### src/rtl/avg_pkg.sv
package avg_pkg;
    localparam int SAMPLE_W  = 10;
    localparam int CODE_W    = 3;
    localparam int MAX_SHIFT = 6;
    localparam int ACC_W     = SAMPLE_W + MAX_SHIFT;
    localparam int CNT_W     = MAX_SHIFT;

    typedef logic [SAMPLE_W-1:0] sample_t;
    typedef logic [ACC_W-1:0]    acc_t;
    typedef logic [CNT_W-1:0]    cnt_t;
    typedef logic [CODE_W-1:0]   code_t;

    typedef struct packed {
        logic    valid;
        sample_t data;
    } avg_word_t;

    // Codes above the largest supported shift saturate to it.
    function automatic code_t clamp_shift(input code_t code);
        return (code > code_t'(MAX_SHIFT)) ? code_t'(MAX_SHIFT) : code;
    endfunction

    // Index of the last sample of a group of 2^shift.
    function automatic cnt_t last_index(input code_t shift);
        return ~({CNT_W{1'b1}} << shift);
    endfunction
endpackage

### src/rtl/avg_restart_ctrl.sv
module avg_restart_ctrl
    import avg_pkg::*;
(
    input  logic  clk,
    input  logic  rst,
    input  code_t shift_code,
    input  logic  flush,
    output logic  restart,
    output code_t eff_shift
);
    code_t code_q;

    // The code is sampled during reset as well, so a steady code causes no restart.
    always_ff @(posedge clk) begin
        code_q <= shift_code;
    end

    always_comb begin
        restart   = flush || (shift_code != code_q);
        eff_shift = clamp_shift(shift_code);
    end
endmodule

### src/rtl/avg_accum.sv
module avg_accum
    import avg_pkg::*;
(
    input  logic    clk,
    input  logic    rst,
    input  logic    restart,
    input  logic    in_valid,
    input  sample_t in_sample,
    input  code_t   shift,
    output logic    done,
    output acc_t    sum_full
);
    acc_t acc_q;
    cnt_t cnt_q;
    logic take;

    always_comb begin
        take     = in_valid && !restart;
        sum_full = acc_q + acc_t'(in_sample);
        done     = take && (cnt_q == last_index(shift));
    end

    always_ff @(posedge clk) begin
        if (rst || restart || done) begin
            acc_q <= '0;
            cnt_q <= '0;
        end else if (take) begin
            acc_q <= sum_full;
            cnt_q <= cnt_q + cnt_t'(1);
        end
    end
endmodule

### src/rtl/avg_emit.sv
module avg_emit
    import avg_pkg::*;
(
    input  logic      clk,
    input  logic      rst,
    input  logic      done,
    input  acc_t      sum_full,
    input  code_t     shift,
    output avg_word_t word
);
    sample_t cand [MAX_SHIFT+1];

    // The division by 2^s is a fixed bit slice per shift value.
    for (genvar s = 0; s <= MAX_SHIFT; s++) begin : g_slice
        assign cand[s] = sum_full[s +: SAMPLE_W];
    end

    always_ff @(posedge clk) begin
        if (rst) begin
            word <= '0;
        end else begin
            word.valid <= done;
            if (done) begin
                word.data <= cand[shift];
            end
        end
    end
endmodule

### src/rtl/pow2_sample_averager.sv
module pow2_sample_averager
    import avg_pkg::*;
(
    input  logic                clk,
    input  logic                rst,
    input  logic                in_valid,
    input  logic [SAMPLE_W-1:0] in_sample,
    input  logic [CODE_W-1:0]   shift_code,
    input  logic                flush,
    output logic                out_valid,
    output logic [SAMPLE_W-1:0] out_sample
);
    logic      restart;
    code_t     eff_shift;
    logic      done;
    acc_t      sum_full;
    avg_word_t word;

    avg_restart_ctrl u_ctrl (
        .clk        (clk),
        .rst        (rst),
        .shift_code (shift_code),
        .flush      (flush),
        .restart    (restart),
        .eff_shift  (eff_shift)
    );

    avg_accum u_acc (
        .clk       (clk),
        .rst       (rst),
        .restart   (restart),
        .in_valid  (in_valid),
        .in_sample (in_sample),
        .shift     (eff_shift),
        .done      (done),
        .sum_full  (sum_full)
    );

    avg_emit u_emit (
        .clk      (clk),
        .rst      (rst),
        .done     (done),
        .sum_full (sum_full),
        .shift    (eff_shift),
        .word     (word)
    );

    assign out_valid  = word.valid;
    assign out_sample = word.data;
endmodule

### config.mk
export PLATFORM = sky130hd
export DESIGN_NAME = pow2_sample_averager
export DESIGN_NICKNAME = d
export VERILOG_FILES = /design/src/rtl/avg_pkg.sv /design/src/rtl/avg_restart_ctrl.sv /design/src/rtl/avg_accum.sv /design/src/rtl/avg_emit.sv /design/src/rtl/pow2_sample_averager.sv
export SDC_FILE = /design/constraint.sdc
export NUM_CORES = 1
export LEC_CHECK = 0
export BUFFER_PORTS_ARGS = -buffer_cell sky130_fd_sc_hd__clkbuf_2
export CORE_MARGIN = 2
export CORE_UTILIZATION = 60
export DETAILED_ROUTE_END_ITERATION = 7
export GPL_ROUTABILITY_DRIVEN = 1
export GPL_TIMING_DRIVEN = 0
export PLACE_DENSITY = 0.83
export SYNTH_ARGS = -nofsm -noshare
export SYNTH_HDL_FRONTEND = slang
export SYNTH_SLANG_ARGS = --single-unit
export TNS_END_PERCENT = 10
### constraint.sdc
create_clock -name clk -period 4.9 [get_ports clk]
set_input_delay 0.98 -clock clk [delete_from_list [all_inputs] [get_ports clk]]
set_output_delay 0.98 -clock clk [all_outputs]
set_load 0.02 [all_outputs]
==> impl_metrics.xml, run 1 <==
<?xml version="1.0" encoding="UTF-8"?>
<metrics>
  <group name="outcome">
    <metric name="outcome" unit="">completed</metric>
  </group>
  <group name="finish">
    <metric name="nets" unit="">432</metric>
    <metric name="drive_gt1_frac" unit="">0.181</metric>
    <metric name="antennaDiodeCount" unit="">0</metric>
    <metric name="post-route-cell-area" unit="mm2">0.00330</metric>
    <metric name="synthToLayoutAreaGrowth" unit="%">10.4</metric>
    <metric name="fillCellCount" unit="">408</metric>
    <metric name="final_cells" unit="">471</metric>
  </group>
  <group name="timing">
    <metric name="finalMaxSlewViolations" unit="">0</metric>
    <metric name="rsz_0062_raised_after_global_routing" unit="">no</metric>
    <metric name="final.period_utilization" unit="">0.720</metric>
    <metric name="clock.fmax" unit="GHz">0.284</metric>
    <metric name="final.setup.tns" unit="ns">0</metric>
    <metric name="final_hold_viol_count" unit="">0</metric>
    <metric name="finalSetupViolCount" unit="">0</metric>
    <metric name="min_period" unit="ns">3.53</metric>
    <metric name="skew" unit="ns">0.00437</metric>
    <metric name="tightestPinTransition" unit="ns">0.778</metric>
    <metric name="maxSlewHeadroom" unit="">0.480</metric>
  </group>
  <group name="placed_design">
    <metric name="post_dp_cell_area" unit="mm2">0.00321</metric>
    <metric name="detailed_placement_hpwl" unit="um">6470</metric>
    <metric name="gp_congestion" unit="">0.964</metric>
    <metric name="dp_cell_count" unit="">463</metric>
    <metric name="numPortBuffers" unit="">27</metric>
  </group>
  <group name="critical_path">
    <metric name="maximum_fanout_along_the_worst_path" unit="">4</metric>
    <metric name="cp-end-kind" unit="">flip-flop</metric>
    <metric name="critical_path.cell_chain" unit="">clkbuf_2, ha_1, fa_1, a21o_2, a221oi_2, xor2_1, nor3_1, a311oi_1, a21oi_1, a311o_1</metric>
    <metric name="worst-endpoint-arrival" unit="ns">3.72</metric>
    <metric name="crit_required" unit="ns">5.09</metric>
    <metric name="criticalPathCategory" unit="">input pin to flip-flop</metric>
    <metric name="worst_path_max_delay_cell" unit="">sky130_fd_sc_hd__xor2_1</metric>
    <metric name="crit_path_max_incr_delay" unit="ns">0.52</metric>
    <metric name="worst_setup_path_start_kind" unit="">input pin</metric>
    <metric name="ff2ff_setup_slack" unit="ns">1.82</metric>
  </group>
  <group name="min_path">
    <metric name="hold_path_class" unit="">flip-flop to flip-flop</metric>
  </group>
  <group name="clocking">
    <metric name="cts.clk_slew.worst_paths" unit="ns">0.09</metric>
    <metric name="cts_tree" unit="">built</metric>
    <metric name="holdBufCountCts" unit="">0</metric>
    <metric name="cts_buffers" unit="">5</metric>
    <metric name="clock_latency" unit="ns">0.31</metric>
    <metric name="clock-root-buffer" unit="">sky130_fd_sc_hd__clkbuf_8</metric>
    <metric name="cts-root-to-sink-buffers" unit="">2</metric>
    <metric name="cts_max_level" unit="">2</metric>
    <metric name="cts.repair_timing.setup_buffer_count" unit="">0</metric>
    <metric name="resized_cells_post_cts" unit="">0</metric>
    <metric name="clock_sinks" unit="">36</metric>
  </group>
  <group name="synth">
    <metric name="synthesis.instances" unit="">369</metric>
    <metric name="synthesis.nets" unit="">398</metric>
    <metric name="synth_top_cell_area_share" unit="">0.241</metric>
    <metric name="number_of_synthesized_flops_with_an_enable_pin" unit="">0</metric>
    <metric name="yosys_most_used_dff" unit="">sky130_fd_sc_hd__dfxtp_1</metric>
    <metric name="yosysTopAreaCell" unit="">sky130_fd_sc_hd__dfxtp_1</metric>
    <metric name="yosys_warnings" unit="">0</metric>
    <metric name="fraction_of_registers_with_async_set_reset" unit="">0</metric>
    <metric name="sequential_to_total_area_share_from_yosys_stat" unit="">0.241</metric>
    <metric name="synth.ff_latch_count" unit="">36</metric>
    <metric name="postSynthAreaPerCell" unit="um2">8.10</metric>
    <metric name="netlist_area" unit="mm2">0.00299</metric>
    <metric name="synth_cell_types" unit="">72</metric>
    <metric name="synth_area_leaders" unit="">sky130_fd_sc_hd__dfxtp_1, sky130_fd_sc_hd__nand2_1, sky130_fd_sc_hd__xnor2_1</metric>
  </group>
  <group name="route">
    <metric name="routed-via-count" unit="">3093</metric>
    <metric name="drtIter0Drc" unit="">464</metric>
    <metric name="drc" unit="">0</metric>
    <metric name="drt-total-wl" unit="um">8910</metric>
    <metric name="avgRoutedWirePerCell" unit="um">18.9</metric>
    <metric name="routed_via_density" unit="">6.57</metric>
    <metric name="drtPass1Iterations" unit="">5</metric>
    <metric name="final_antenna_net_count" unit="">0</metric>
  </group>
  <group name="die">
    <metric name="io_pins" unit="">28</metric>
    <metric name="die_h" unit="um">74.6</metric>
    <metric name="placementRows" unit="">25</metric>
    <metric name="floorplan.die.width" unit="um">74.6</metric>
    <metric name="initial_utilization" unit="">0.629</metric>
    <metric name="die_area" unit="mm2">0.00556</metric>
    <metric name="core_outline_area" unit="mm2">0.00475</metric>
  </group>
  <group name="job">
    <metric name="maxCapViolations" unit="">0</metric>
  </group>
  <group name="grt">
    <metric name="first_global_vias" unit="">2768</metric>
    <metric name="grt_antenna_before_repair" unit="">0</metric>
    <metric name="grt.overflow.total" unit="">0</metric>
    <metric name="wire_length_of_the_first_global_routing_pass" unit="um">14100</metric>
    <metric name="largest_net_degree_at_the_start_of_global_routing" unit="">14</metric>
    <metric name="grt_usage" unit="">0.337</metric>
  </group>
  <group name="power">
    <metric name="p_leak" unit="nW">1.23</metric>
    <metric name="ir_drop" unit="mV">0.180</metric>
    <metric name="power.density_cell_area" unit="mW/mm2">193</metric>
  </group>
</metrics>
layer usage:
metal,share of wire,global-route usage,up-vias
met5,0,0,-
met4,0.025,0.119,0
met3,0.081,0.0678,22
met2,0.47,0.550,154
met1,0.42,0.442,1471
li1,-,-,1446
power breakdown:
part           total, W  switching (W)  internal (W)
clock network  0.000235       0.000134      0.000101
logic          0.000110      0.0000707     0.0000390
registers      0.000294    0.000000636      0.000294
total          0.000639       0.000205      0.000434
synthesized netlist by cell type (4+ instances only):
| library cell | number |
|---|---|
| sky130_fd_sc_hd__o21ai_0 | 15 |
| sky130_fd_sc_hd__ha_1 | 11 |
| sky130_fd_sc_hd__o211ai_1 | 4 |
| sky130_fd_sc_hd__mux2i_1 | 10 |
| sky130_fd_sc_hd__nand3_1 | 9 |
| sky130_fd_sc_hd__dfxtp_1 | 36 |
| sky130_fd_sc_hd__nand2b_1 | 4 |
| sky130_fd_sc_hd__a21oi_1 | 16 |
| sky130_fd_sc_hd__a21o_1 | 5 |
| sky130_fd_sc_hd__nand4_1 | 9 |
| sky130_fd_sc_hd__nor3_1 | 17 |
| sky130_fd_sc_hd__o21ai_1 | 5 |
| sky130_fd_sc_hd__nor4_1 | 4 |
| sky130_fd_sc_hd__buf_6 | 4 |
| sky130_fd_sc_hd__xor2_1 | 9 |
| sky130_fd_sc_hd__a211oi_1 | 8 |
| sky130_fd_sc_hd__inv_1 | 9 |
| sky130_fd_sc_hd__a31oi_1 | 5 |
| sky130_fd_sc_hd__xnor2_1 | 16 |
| sky130_fd_sc_hd__and3_1 | 5 |
| sky130_fd_sc_hd__or3_1 | 5 |
| sky130_fd_sc_hd__clkbuf_1 | 10 |
| sky130_fd_sc_hd__nor2_1 | 29 |
| sky130_fd_sc_hd__nand2_1 | 41 |
| sky130_fd_sc_hd__buf_2 | 11 |
cell type report:
| type | instances | area, um2 | share of cell area |
|---|---|---|---|
| Buffer | 26 | 151 | 0.0459 |
| Clock buffer | 5 | 68.8 | 0.0208 |
| Clock inverter | 3 | 23.8 | 0.00720 |
| Inverter | 9 | 33.8 | 0.0102 |
| Multi-Input combinational cell | 298 | 2080 | 0.631 |
| Sequential cell | 36 | 721 | 0.218 |
| Tap cell | 67 | 83.8 | 0.0254 |
| Timing Repair Buffer | 27 | 135 | 0.0409 |
flip-flops by register name, indices dropped and copies added, names as in the netlist:
signal,count
u_ctrl.code_q,3
u_acc.cnt_q,6
u_acc.acc_q,16
u_emit.word,11
critical path, delay by kind of cell:
kind / cells / cell delay, ns
compound gates: 5 / 1.34
xor+xnor: 1 / 0.52
fa+ha+maj: 2 / 0.69
buf+inv: 1 / 0.08
simple gates: 1 / 0.10
cells in the final DEF, fill, tap and decap left out, types with 10 or more instances in the layout:
master	Yosys	final
sky130_fd_sc_hd__dfxtp_1	36	36
sky130_fd_sc_hd__nand2_1	41	41
sky130_fd_sc_hd__ha_1	11	11
sky130_fd_sc_hd__mux2i_1	10	10
sky130_fd_sc_hd__buf_2	11	11
sky130_fd_sc_hd__o21ai_0	15	15
sky130_fd_sc_hd__clkbuf_2	0	27
sky130_fd_sc_hd__nor3_1	17	17
sky130_fd_sc_hd__a21oi_1	16	16
sky130_fd_sc_hd__clkbuf_1	10	10
sky130_fd_sc_hd__xnor2_1	16	16
sky130_fd_sc_hd__nor2_1	29	29
logic make-up after synthesis:
| family | synth area share |
|---|---|
| and+or+nand+nor | 0.250 |
| AOI/OAI and AO/OA | 0.275 |
| DFF | 0.241 |
| buffers and inverters | 0.0619 |
| xor gates and xnor gates | 0.0787 |
| adders and majority gates | 0.0527 |
| muxes | 0.0410 |
final timing paths:
check	startpoint	to	cells after the start
setup reg to reg	u_acc.acc_q[0]	u_emit.word[6]	9
hold / removal	u_acc.acc_q[4]	u_acc.acc_q[4]	2
setup / recovery	in_sample[0]	u_emit.word[6]	10
hold reg to reg	u_acc.acc_q[4]	u_acc.acc_q[4]	2
metrics by stage:
stage / total power, W / hold slack, ns / setup slack, ns / utilization
6_report: 0.000639 / 0.466 / 1.37 / 0.694
5_1_grt: 0.000658 / 0.489 / 1.30 / 0.694
4_1_cts: 0.000632 / 0.468 / 1.46 / 0.694
3_5_place_dp: 0.000406 / 0.456 / 1.17 / 0.675
3_3_place_gp: 0.000404 / 0.448 / 1.18 / 0.675
2_1_floorplan: 0.000375 / 0.440 / 1.56 / -
Power figures use the tool's default switching activity.
==> run 2: changes to the inputs <==
--- a/config.mk
+++ b/config.mk
@@ -7,11 +7,11 @@
 export LEC_CHECK = 0
 export BUFFER_PORTS_ARGS = -buffer_cell sky130_fd_sc_hd__clkbuf_2
 export CORE_MARGIN = 2
-export CORE_UTILIZATION = 60
+export CORE_UTILIZATION = 54
 export DETAILED_ROUTE_END_ITERATION = 7
 export GPL_ROUTABILITY_DRIVEN = 1
 export GPL_TIMING_DRIVEN = 0
-export PLACE_DENSITY = 0.83
+export PLACE_DENSITY = 0.79
 export SYNTH_ARGS = -nofsm -noshare
 export SYNTH_HDL_FRONTEND = slang
 export SYNTH_SLANG_ARGS = --single-unit
==> constraint.sdc (replaced) <==
create_clock -name clk -period 3.1 [get_ports clk]
set_input_delay 0.62 -clock clk [delete_from_list [all_inputs] [get_ports clk]]
set_output_delay 0.62 -clock clk [all_outputs]
set_load 0.02 [all_outputs]
==> run 2 against run 1 <==
Combinational power up 55%. Non-clock buffer count increased by 2. Cell area rose by 0.83%. Clock skew rose by 0.0018 ns. Cell count increased by 1.5%. Flip-flop and latch count unchanged. Critical path type unchanged. Highest routed layer unchanged. Core utilization decreased by 8.2 points. First-iteration DRC count decreased by 38%.
==> impl_metrics.xml, run 2 (synthesis results as in run 1) <==
<?xml version="1.0" encoding="UTF-8"?>
<metrics>
  <group name="die">
    <metric name="core_outline_area" unit="mm2">0.00544</metric>
    <metric name="die_h" unit="um">78.4</metric>
    <metric name="io_pins" unit="">28</metric>
    <metric name="floorplan.die.width" unit="um">78.4</metric>
    <metric name="die_area" unit="mm2">0.00615</metric>
    <metric name="initial_utilization" unit="">0.550</metric>
    <metric name="placementRows" unit="">27</metric>
  </group>
  <group name="critical_path">
    <metric name="criticalPathCategory" unit="">input pin to flip-flop</metric>
    <metric name="crit_required" unit="ns">3.29</metric>
    <metric name="maximum_fanout_along_the_worst_path" unit="">5</metric>
    <metric name="worst-endpoint-arrival" unit="ns">3.20</metric>
    <metric name="r2r.worst_path.cells" unit="">9</metric>
    <metric name="worst_setup_path_start_kind" unit="">input pin</metric>
    <metric name="cp-end-kind" unit="">flip-flop</metric>
  </group>
  <group name="grt">
    <metric name="grt.overflow.total" unit="">0</metric>
    <metric name="first_global_vias" unit="">2707</metric>
    <metric name="largest_net_degree_at_the_start_of_global_routing" unit="">13</metric>
    <metric name="grt_antenna_before_repair" unit="">0</metric>
    <metric name="grt_usage" unit="">0.273</metric>
    <metric name="wire_length_of_the_first_global_routing_pass" unit="um">13400</metric>
  </group>
  <group name="finish">
    <metric name="fillCellCount" unit="">494</metric>
    <metric name="largest-register" unit="">u_acc.acc_q</metric>
    <metric name="nets" unit="">434</metric>
    <metric name="drive_gt1_frac" unit="">0.185</metric>
    <metric name="final_core_utilization" unit="">0.612</metric>
    <metric name="top_regs" unit="">u_acc.acc_q (16), u_emit.word (11), u_acc.cnt_q (6)</metric>
    <metric name="mostFrequentLayoutCell" unit="">sky130_fd_sc_hd__nand2_1</metric>
    <metric name="antennaDiodeCount" unit="">0</metric>
    <metric name="multiInputGateArea" unit="mm2">0.00210</metric>
    <metric name="flip_flop_count_of_the_largest_register_all_copies_and_words_added" unit="">16</metric>
    <metric name="layout.cells.most_common_list" unit="">sky130_fd_sc_hd__nand2_1, sky130_fd_sc_hd__dfxtp_1, sky130_fd_sc_hd__nor2_1</metric>
    <metric name="layout.area.seq" unit="um2">721</metric>
    <metric name="synthToLayoutAreaGrowth" unit="%">11.3</metric>
  </group>
  <group name="power">
    <metric name="power.density_cell_area" unit="mW/mm2">295</metric>
    <metric name="power_report.internal_total" unit="W">0.000684</metric>
    <metric name="p_leak" unit="nW">1.25</metric>
    <metric name="power.sequential.fraction" unit="">0.474</metric>
    <metric name="p_clk_frac" unit="">0.353</metric>
    <metric name="ir_drop" unit="mV">0.160</metric>
    <metric name="p_sw" unit="W">0.000298</metric>
    <metric name="p_sw_frac" unit="">0.303</metric>
    <metric name="power_frac_comb" unit="">0.173</metric>
  </group>
  <group name="placed_design">
    <metric name="detailed_placement_hpwl" unit="um">6020</metric>
    <metric name="gp_congestion" unit="">0.962</metric>
    <metric name="numPortBuffers" unit="">27</metric>
  </group>
  <group name="route">
    <metric name="final_antenna_net_count" unit="">0</metric>
    <metric name="drtPass1Iterations" unit="">7</metric>
    <metric name="drc" unit="">0</metric>
    <metric name="avgRoutedWirePerCell" unit="um">16.9</metric>
    <metric name="drtIter0Drc" unit="">286</metric>
    <metric name="drt-total-wl" unit="um">8060</metric>
    <metric name="routed_via_density" unit="">6.37</metric>
    <metric name="routed-via-count" unit="">3047</metric>
  </group>
  <group name="timing">
    <metric name="final.setup.tns" unit="ns">0</metric>
    <metric name="min_period" unit="ns">3.02</metric>
    <metric name="tightestPinTransition" unit="ns">0.847</metric>
    <metric name="finalMaxSlewViolations" unit="">0</metric>
    <metric name="finalSetupViolCount" unit="">0</metric>
    <metric name="final_hold_viol_count" unit="">0</metric>
    <metric name="final.period_utilization" unit="">0.973</metric>
    <metric name="skew" unit="ns">0.00622</metric>
    <metric name="maxSlewHeadroom" unit="">0.434</metric>
    <metric name="clock.fmax" unit="GHz">0.332</metric>
    <metric name="rsz_0062_raised_after_global_routing" unit="">yes</metric>
  </group>
  <group name="clocking">
    <metric name="clock-root-buffer" unit="">sky130_fd_sc_hd__clkbuf_8</metric>
    <metric name="holdBufCountCts" unit="">0</metric>
    <metric name="cts.clk_slew.worst_paths" unit="ns">0.08</metric>
    <metric name="clock_sinks" unit="">36</metric>
    <metric name="cts_tree" unit="">built</metric>
    <metric name="clock_latency" unit="ns">0.30</metric>
    <metric name="cts_buffers" unit="">5</metric>
    <metric name="cts-root-to-sink-buffers" unit="">2</metric>
    <metric name="cts_max_level" unit="">2</metric>
  </group>
  <group name="outcome">
    <metric name="outcome" unit="">completed</metric>
  </group>
  <group name="min_path">
    <metric name="hold_path_class" unit="">input pin to flip-flop</metric>
    <metric name="min_delay_path_depth" unit="">1</metric>
  </group>
  <group name="job">
    <metric name="maxCapViolations" unit="">0</metric>
  </group>
</metrics>
==> run 2: power by group through the flow <==
stage	sequential [W]	clock, W	combinational [W]
floorplan	0.000476	0	0.000116
global placement	0.000476	0	0.000160
detailed placement	0.000476	0	0.000163
CTS	0.000465	0.000353	0.000164
global route	0.000466	0.000373	0.000183
finish	0.000465	0.000347	0.000170
==> run 2: repair_timing <==
action                     4_1_cts  5_1_grt
setup buffers                    0        2
resized for setup                0        1
setup endpoints to repair        0        3
==> run 2: per-stage QoR <==
| stage | total power (W) | hold WS (ns) | instance area, um2 | setup WS [ns] | std cells |
|---|---|---|---|---|---|
| final | 0.000982 | 0.439 | 3330 | 0.0839 | 478 |
| after global routing | 0.00102 | 0.424 | 3330 | -0.0447 | 478 |
| after CTS | 0.000982 | 0.434 | 3300 | 0.0152 | 476 |
| after detailed placement | 0.000639 | 0.454 | 3220 | -0.298 | 468 |
| after global placement | 0.000636 | 0.447 | 3220 | -0.265 | 468 |
| after floorplan | 0.000592 | 0.440 | 2990 | 0.121 | 369 |
==> run 2: area by class of cell <==
class                      count  share of cell area
timing repair buffer          29              0.0451
inverter                       9              0.0101
clock inverter                 3             0.00564
sequential                    36               0.216
clock buffer                   5              0.0207
tap                           72              0.0271
buffer                        26              0.0455
multi-input combinational    298               0.629
==> run 2: critical path: stages <==
cell and delay (ns):
sky130_fd_sc_hd__clkbuf_2 0.08, sky130_fd_sc_hd__ha_1 0.23, sky130_fd_sc_hd__fa_1 0.43, sky130_fd_sc_hd__a21o_2 0.26, sky130_fd_sc_hd__a221oi_4 0.31, sky130_fd_sc_hd__o21ai_1 0.15, sky130_fd_sc_hd__xnor2_2 0.34, sky130_fd_sc_hd__nor2_1 0.10
sky130_fd_sc_hd__a211o_1 0.32, sky130_fd_sc_hd__a311o_1 0.36
==> run 2: path summary, 6_finish.rpt <==
check | from | to | slack (ns)
worst max-delay path | in_sample[0] | u_emit.word[8] | 0.08
worst min-delay path | shift_code[1] | u_ctrl.code_q[1] | 0.44
worst max register to register | u_acc.acc_q[0] | u_emit.word[8] | 0.17
worst min register to register | u_emit.word[9] | u_emit.word[9] | 0.46
==> run 2: per-layer routing <==
metal | up-vias | share of wire | global-route usage
met5 | - | 0 | 0
met3 | 18 | 0.071 | 0.0506
met2 | 137 | 0.45 | 0.422
met4 | 0 | 0.019 | 0.0719
met1 | 1444 | 0.46 | 0.391
li1 | 1448 | - | -
